**src/rtl/conv_i2c_pkg.sv**
```systemverilog
package conv_i2c_pkg;
  localparam int BYTE_W = 8;
  localparam int ADDR_W = 7;
  localparam int CNT_W  = $clog2(BYTE_W + 1);

  typedef enum logic [2:0] {
    ST_IDLE,
    ST_ADDR,
    ST_ADDR_ACK,
    ST_WR,
    ST_WR_ACK,
    ST_RD,
    ST_RD_ACK
  } tgt_state_e;
endpackage

```
**src/rtl/i2c_line_sync.sv**
```systemverilog
module i2c_line_sync #(
  parameter int LINES  = 2,
  parameter int STAGES = 2
) (
  input  logic             clk,
  input  logic             rst,
  input  logic [LINES-1:0] raw_i,
  output logic [LINES-1:0] sync_o,
  output logic [LINES-1:0] prev_o
);
  genvar g;
  generate
    for (g = 0; g < LINES; g++) begin : g_line
      logic [STAGES:0] pipe_q;
      always_ff @(posedge clk) begin
        if (rst) pipe_q <= '1;
        else     pipe_q <= {pipe_q[STAGES-1:0], raw_i[g]};
      end
      assign sync_o[g] = pipe_q[STAGES-1];
      assign prev_o[g] = pipe_q[STAGES];
    end
  endgenerate
endmodule

```
**src/rtl/i2c_bus_events.sv**
```systemverilog
module i2c_bus_events (
  input  logic scl_s,
  input  logic scl_q,
  input  logic sda_s,
  input  logic sda_q,
  output logic start_o,
  output logic stop_o,
  output logic scl_rise_o,
  output logic scl_fall_o
);
  always_comb begin
    start_o    = scl_s & scl_q & sda_q & ~sda_s;
    stop_o     = scl_s & scl_q & ~sda_q & sda_s;
    scl_rise_o = scl_s & ~scl_q;
    scl_fall_o = ~scl_s & scl_q;
  end
endmodule

```
**src/rtl/conv_i2c_target.sv**
```systemverilog
module conv_i2c_target
  import conv_i2c_pkg::*;
#(
  parameter int                          STRAP_W     = 3,
  parameter logic [ADDR_W-STRAP_W-1:0]   ADDR_FIXED  = 4'b1001,
  parameter int                          SYNC_STAGES = 2,
  parameter logic [BYTE_W-1:0]           RESULT_INIT = 8'h80
) (
  input  logic              clk,
  input  logic              rst,
  input  logic              scl_i,
  input  logic              sda_i,
  output logic              sda_oe,
  input  logic [STRAP_W-1:0] strap_i,
  input  logic [BYTE_W-1:0] result_i,
  output logic [BYTE_W-1:0] ctrl_o,
  output logic [BYTE_W-1:0] dac_o,
  output logic              conv_start_o
);
  logic [1:0] line_s, line_q;
  logic scl_s, scl_q, sda_s, sda_q;
  logic ev_start, ev_stop, ev_rise, ev_fall;

  i2c_line_sync #(.LINES(2), .STAGES(SYNC_STAGES)) u_sync (
    .clk(clk), .rst(rst), .raw_i({scl_i, sda_i}),
    .sync_o(line_s), .prev_o(line_q)
  );

  assign scl_s = line_s[1];
  assign sda_s = line_s[0];
  assign scl_q = line_q[1];
  assign sda_q = line_q[0];

  i2c_bus_events u_evt (
    .scl_s(scl_s), .scl_q(scl_q), .sda_s(sda_s), .sda_q(sda_q),
    .start_o(ev_start), .stop_o(ev_stop),
    .scl_rise_o(ev_rise), .scl_fall_o(ev_fall)
  );

  tgt_state_e        state_q;
  logic [CNT_W-1:0]  cnt_q;
  logic [BYTE_W-1:0] sh_q;
  logic [BYTE_W-1:0] ctrl_q, dac_q;
  logic              first_q, mack_q, have_res_q, oe_q, strobe_q;

  logic              addr_hit;
  logic [BYTE_W-1:0] tx_next;
  logic              byte_done;

  assign addr_hit  = (sh_q[BYTE_W-1:1] == {ADDR_FIXED, strap_i});
  assign tx_next   = have_res_q ? result_i : RESULT_INIT;
  assign byte_done = (cnt_q == CNT_W'(BYTE_W));

  always_ff @(posedge clk) begin
    if (rst) begin
      state_q    <= ST_IDLE;
      cnt_q      <= '0;
      sh_q       <= '0;
      ctrl_q     <= '0;
      dac_q      <= '0;
      first_q    <= 1'b1;
      mack_q     <= 1'b0;
      have_res_q <= 1'b0;
      oe_q       <= 1'b0;
      strobe_q   <= 1'b0;
    end else begin
      strobe_q <= 1'b0;
      if (ev_start) begin
        state_q <= ST_ADDR;
        cnt_q   <= '0;
        oe_q    <= 1'b0;
      end else if (ev_stop) begin
        state_q <= ST_IDLE;
        oe_q    <= 1'b0;
      end else begin
        case (state_q)
          ST_IDLE: ;
          ST_ADDR: begin
            if (ev_rise) begin
              sh_q  <= {sh_q[BYTE_W-2:0], sda_s};
              cnt_q <= cnt_q + 1'b1;
            end else if (ev_fall && byte_done) begin
              if (addr_hit) begin
                state_q <= ST_ADDR_ACK;
                oe_q    <= 1'b1;
              end else begin
                state_q <= ST_IDLE;
              end
            end
          end
          ST_ADDR_ACK: begin
            if (ev_fall) begin
              cnt_q <= '0;
              if (sh_q[0]) begin
                state_q    <= ST_RD;
                sh_q       <= tx_next;
                oe_q       <= ~tx_next[BYTE_W-1];
                strobe_q   <= 1'b1;
                have_res_q <= 1'b1;
              end else begin
                state_q <= ST_WR;
                oe_q    <= 1'b0;
                first_q <= 1'b1;
              end
            end
          end
          ST_WR: begin
            if (ev_rise) begin
              sh_q  <= {sh_q[BYTE_W-2:0], sda_s};
              cnt_q <= cnt_q + 1'b1;
            end else if (ev_fall && byte_done) begin
              if (first_q) begin
                ctrl_q  <= sh_q;
                first_q <= 1'b0;
              end else begin
                dac_q <= sh_q;
              end
              oe_q    <= 1'b1;
              state_q <= ST_WR_ACK;
            end
          end
          ST_WR_ACK: begin
            if (ev_fall) begin
              oe_q    <= 1'b0;
              cnt_q   <= '0;
              state_q <= ST_WR;
            end
          end
          ST_RD: begin
            if (ev_rise) begin
              cnt_q <= cnt_q + 1'b1;
            end else if (ev_fall) begin
              if (byte_done) begin
                oe_q    <= 1'b0;
                state_q <= ST_RD_ACK;
              end else begin
                sh_q <= {sh_q[BYTE_W-2:0], 1'b0};
                oe_q <= ~sh_q[BYTE_W-2];
              end
            end
          end
          ST_RD_ACK: begin
            if (ev_rise) begin
              mack_q <= ~sda_s;
            end else if (ev_fall) begin
              cnt_q <= '0;
              if (mack_q) begin
                state_q    <= ST_RD;
                sh_q       <= tx_next;
                oe_q       <= ~tx_next[BYTE_W-1];
                strobe_q   <= 1'b1;
                have_res_q <= 1'b1;
              end else begin
                state_q <= ST_IDLE;
              end
            end
          end
          default: state_q <= ST_IDLE;
        endcase
      end
    end
  end

  assign sda_oe       = oe_q;
  assign ctrl_o       = ctrl_q;
  assign dac_o        = dac_q;
  assign conv_start_o = strobe_q;
endmodule

```
**config.mk**
```make
export PLATFORM = sky130hd
export DESIGN_NAME = conv_i2c_target
export DESIGN_NICKNAME = d
export VERILOG_FILES = /design/src/rtl/conv_i2c_pkg.sv /design/src/rtl/i2c_line_sync.sv /design/src/rtl/i2c_bus_events.sv /design/src/rtl/conv_i2c_target.sv
export SDC_FILE = /design/constraint.sdc
export NUM_CORES = 1
export LEC_CHECK = 0
export CAP_MARGIN = 30
export CELL_PAD_IN_SITES_DETAIL_PLACEMENT = 1
export CELL_PAD_IN_SITES_GLOBAL_PLACEMENT = 1
export CORE_MARGIN = 2
export CORE_UTILIZATION = 37
export DETAILED_ROUTE_END_ITERATION = 7
export PLACE_DENSITY = 0.8
export SYNTH_ARGS = -nofsm -noshare
export SYNTH_HDL_FRONTEND = slang
export SYNTH_HIERARCHICAL = 1
export SYNTH_SLANG_ARGS = --single-unit
```
**constraint.sdc**
```tcl
create_clock -name clk -period 1.9 [get_ports clk]
set_input_delay 0.475 -clock clk [delete_from_list [all_inputs] [get_ports clk]]
set_output_delay 0.475 -clock clk [all_outputs]
set_load 0.05 [all_outputs]
```
After elaboration in Yosys (flattened, before gate mapping):

Index checks and enable logic that the tools add are counted.

* flip-flop bits (word level): 42
* output and inout bits: 18
* input port bits: 15
* logic and storage cells: 158

* muxes and demuxes: 64
* reductions and logical operators: 23
* bitwise logic cells: 18
* eq/ne operators: 38
* add/sub/neg operators: 1

Operator list (number)
* $mux 8: 10
* $ne 4x4->1 const B: 11
* $mux 3: 13
* $reduce_and 12->1: 3
* $ne 2x2->1 const B: 16
* $pmux 8 s4: 1
* $mux 1: 30
* $pmux 3 s7: 1
* $reduce_and 13->1: 1
* $mux 4: 3
* $pmux 4 s3: 1
* $reduce_and 6->1: 2
* $not 1->1: 11
* $reduce_and 11->1: 1
* $eq 3x3->1 const B: 3
* $reduce_and 4->1: 2
* $reduce_and 8->1: 1
* $and 1x1->1: 7
* $eq 7x7->1: 1
* $reduce_and 7->1: 1
* $eq 3x2->1 const B: 2
* $pmux 1 s2: 3
* $pmux 1 s6: 1
* $reduce_bool 6->1: 1
* 13 further kinds: 18

Logic depth before layout (Yosys ltp):

* word-level depth: 8
* gate-level depth with buffers: 9
* gate-level depth less buffers: 7

By module:

The synthesis kept the hierarchy.

Modules (own cells, without submodules)
* conv_i2c_target: instances 1, area each 2033.2 um^2, seq. area each 720.7 um^2, cells an instance 236
* i2c_line_sync: instances 1, area each 187.7 um^2, seq. area each 120.1 um^2, cells an instance 16
* i2c_bus_events: instances 1, area each 32.5 um^2, seq. area each 0.0 um^2, cells an instance 4

Worst setup path after synthesis:

No wires, ideal clock.

* kind: register -> register
* from: register state_q[1]
* to: register sh_q[1]
* cell stages (with the launch flop): 10
* data arrival time: 1940 ps
* data required time: 1769 ps
* period minus slack after synthesis: 2071 ps
* setup slack: -171 ps
* library setup time: 131 ps
* buffers on the path: 2
* cell sequence: dfxtp_1 -> inv_1 -> ha_1 -> buf_2 -> o21bai_1 -> o221ai_2 -> or4_1 -> buf_2 -> a221oi_2 -> nor3_1

* cells in the longest elaborated chain, start to end: 4
* elaborated cells on any way between the ends: 18
* those cells by class: eq/ne (14); mux (1); reduce/logical (3)

RTL lines
* start: declaration: RTL line conv_i2c_target.sv:40 `tgt_state_e state_q;`
* start signal: assignment: RTL line conv_i2c_target.sv:56 `state_q <= ST_IDLE;`
* start signal: assignment: RTL line conv_i2c_target.sv:69 `state_q <= ST_ADDR;`
* start signal: assignment: RTL line conv_i2c_target.sv:73 `state_q <= ST_IDLE;`
* $eq 3x2->1 / $eq 3x1->1 (equally long branches): RTL line conv_i2c_target.sv:76 `case (state_q)`
* $reduce_or 2->1 (no source line)
* $ne 2x1->1 (no source line) / $reduce_bool 4->1 (equally long branches)
* $reduce_and 12->1 (no source line)
* end signal: assignment: RTL line conv_i2c_target.sv:80 `sh_q <= {sh_q[BYTE_W-2:0], sda_s};`
* end signal: assignment: RTL line conv_i2c_target.sv:96 `sh_q <= tx_next;`
* end signal: assignment: RTL line conv_i2c_target.sv:109 `sh_q <= {sh_q[BYTE_W-2:0], sda_s};`
* end: declaration: RTL line conv_i2c_target.sv:42 `logic [BYTE_W-1:0] sh_q;`

Parallel ways exist; a longest one is shown, timed or not.
A chain may end at the register's enable or synchronous reset.

Final worst setup path:

* from: register state_q[0]
* to: register state_q[1]

* cells in the longest elaborated chain, start to end: 3
* elaborated cells on any way between the ends: 21
* those cells by class: eq/ne (17); mux (1); bitwise (1); reduce/logical (2)

RTL lines (RTL line)
* $eq 3x1->1, or another cell as far along: conv_i2c_target.sv:76
* $ne 2x2->1 (no source line) / $not 1->1 (equally long branches)
* $reduce_and 12->1 (no source line)

Parallel ways exist; a longest one is shown, timed or not.

==> metrics.cfg <==
[timing]
period_minus_slack_ns=2.13
setup_tns_ns=-1.83
rsz0062_at_grt=true
fmax_mhz=469
relSlewSlack_pct=63.5
setup_viol_count_final=14
final_hold_viol_count=0
maxSlewViolCount=0
finClkSkew_ns=0.00718
tightest_slew_ns=0.547
fin_crit_sh_pct=112
setup_ws_ns=-0.231

[placement]
dp_hpwl_um=5020
port_buffers=32
gp_congestion=0.841
dp.cells=393

[grt]
grt_use_met2_pct=37.9
track_usage_pct=22.6
gr-total-overflow=0
grt.met1_usage_pct=28.9
grt-busiest-layer=met2
antenna_found_initial=0
grt_pass1_vias=2285
grt_start_max_net_pins=27
grt_pass1_wl_um=11500
grtUsageMet3_pct=4.73

[power]
ir_drop_mv=0.472
power.internal_mw=1.28
seq_power_share_pct=51.5
total_power_mw=1.78
leakage_nw=1.43
swShare_pct=28.0
p_clk_share_pct=33.9
combPwrFrac_pct=14.6
net-switching-power_mw=0.499
p_per_area_nw_per_um2=537

[final_layout]
fin_util_pct=56.0
seqCellArea_um2=850
final_common_cell=buf_4
fillers=676
nets=357
stdcell_count=411
layout_common_cells=buf_4 (72), dfxtp_1 (37), nor2_1 (35)
diodes=0
area_delta_synth_final_pct=47.1
drive_gt1_share_pct=41.1
multi_input_area_um2=1500

[clock_tree]
cts_made_buffers=5
cts.sinks=42
cts-root-buf=clkbuf_8
clock_path_buffers=2
postCtsHoldBufs=0
clock_latency_ns=0.31
cts_htree_levels=2
clkSlewWorstSetupHoldPaths_ns=0.08
cts_tree=yes

[yosys]
synth_nets=278
yosys_warnings=6
synth-seq-cells=42
synth_ff_type=dfxtp_1
syn-cell-area_um2=2250
syn_inst=256
ys_seq_area_share_pct=37.3
synth.top_cell.area_share_pct=37.3
ys_top_cells_by_area=dfxtp_1 (37%), mux2i_1 (7.6%), nor2_1 (6.5%)
synth_area_per_cell_um2=8.80
synth_edf_count=0
synth_area_leader_cell=dfxtp_1
yosys.cell_types.count=55
synthArstFlopShare_pct=0

[setup_path]
critPathCaptureType=flip-flop
crit_slowest_cell=dfxtp_2
arrival_ns=2.32
crit_top_cell=buf_4
cp.required_ns=2.09
path_cells=inv_2 -> ha_4 -> o211ai_1 -> buf_4 -> a32oi_2 -> a211oi_2 -> buf_4 -> mux2i_1 -> nor2_1
cp-start-kind=flip-flop
path_max_fanout=6
critPathMaxStageDelay_ns=0.36
crit_type=flip-flop to flip-flop

[floorplan]
core-area_um2=5920
die_area_um2=6730
pin_count=33
die_w_um=82.0
row_count=28
initial_utilization_pct=38.1
die_y_um=82.0

[outcome]
outcome=complete, but fails checks
violations=setup timing

[route]
ant_nets=0
wl_per_cell_um=20.9
first_iter_violations=100
vias=2329
drc_errors=0
first_pass_iters=4
vias_per_cell=5.67
routed_wl_um=8610

[hold_path]
worstHoldPathType=flip-flop to flip-flop

[run]
maxCapViolations=0

-- critical path: cells and delay by family (launching register included) --
kind | cells | cell delay [ns]
flops | 1 | 0.36
mux | 1 | 0.29
simple gates | 1 | 0.11
compound gates | 3 | 0.62
fa+ha+maj | 1 | 0.19
buf+inv | 3 | 0.43
-- per-stage QoR --
step	hold slack, ns	instance area [um^2]	setup WS (ns)
2_1_floorplan	0.383	2300	-0.0963
3_3_place_gp	0.386	2900	-0.189
3_5_place_dp	0.406	2900	-0.239
4_1_cts	0.428	3140	-0.125
5_1_grt	0.435	3310	-0.246
6_report	0.424	3310	-0.231
-- synthesized netlist by cell type (2+ instances only) --
master and instances:
xnor2_1 5, a221oi_2 6, clkbuf_1 5, a211oi_1 3, nand3_1 4, a21oi_1 11, nor2_1 39, inv_1 10
buf_2 7, buf_4 5, o21ai_0 6, nand2_1 11, and4b_1 2, nor3_1 12, or2_1 6, and2_1 2
buf_6 2, or3_1 4, ha_1 7, nand4_1 3, and3_1 2, nand3b_1 2, a211oi_2 2, o211ai_1 2
a221oi_1 2, dfxtp_1 42, a32oi_1 2, nor2b_1 5, nand2b_1 5, mux2i_1 17
-- power groups by stage --
stage          Combinational [mW]  Sequential (mW)  Clock, mW
2_1_floorplan               0.110            0.935          0
3_3_place_gp                0.202            0.935          0
3_5_place_dp                0.207            0.936          0
4_1_cts                     0.226            0.914      0.605
5_1_grt                     0.276            0.920      0.650
6_report                    0.260            0.917      0.603
-- metal layers --
metal	part of all wire, %	vias up
met1	40	1152
met2	51	75
met5	0	-
met3	4.1	30
li1	-	1072
met4	4.3	0
-- kinds of logic (layout without fill, tap and decap cells) --
| family | after synthesis | count (layout) | synth area share [%] |
|---|---|---|---|
| multiplexers | 17 | 17 | 7.55 |
| adder cells (fa/ha/maj) | 7 | 7 | 3.89 |
| AND/OR/NAND/NOR | 108 | 108 | 25.4 |
| AO/OA/AOI/OAI | 47 | 47 | 17.0 |
| flip-flops | 42 | 42 | 37.3 |
| XOR/XNOR | 5 | 5 | 1.94 |
| buffers and inverters | 30 | 110 | 6.89 |
-- final timing paths --
check,startpoint,to,slack (ns),cells past startpoint
max reg2reg,state_q[0]$_SDFFE_PP0P_,state_q[1]$_SDFFE_PP0P_,-0.23,9
min reg2reg,u_sync/g_line[1].pipe_q[0]$_SDFF_PP1_,u_sync/g_line[1].pipe_q[1]$_SDFF_PP1_,0.42,1
min,u_sync/g_line[1].pipe_q[0]$_SDFF_PP1_,u_sync/g_line[1].pipe_q[1]$_SDFF_PP1_,0.42,1
max,state_q[0]$_SDFFE_PP0P_,state_q[1]$_SDFFE_PP0P_,-0.23,9
-- state kept, by name, summed over array words and instances (netlist names) --
register,count
sda_oe,1
dac_o,8
conv_start_o,1
first_q,1
state_q,3
u_sync/g_line.pipe_q,6
have_res_q,1
sh_q,8
cnt_q,4
mack_q,1
ctrl_o,8
-- cell type report --
cell class / count / share of cell area, %
multi-input cells: 184 / 45.1
flip-flops and latches: 42 / 25.6
repair buffers: 92 / 22.6
well taps: 75 / 2.83
clock buffers: 5 / 2.08
inverters: 10 / 1.21
clock inverters: 3 / 0.566
-- repair_timing --
| item | in CTS | in global routing |
|---|---|---|
| gates resized for setup | 22 | 34 |
| buffers inserted | 5 | 6 |
| pin swaps | 19 | 16 |
| setup endpoints to repair | 15 | 27 |
Power figures use the tool's default switching activity.
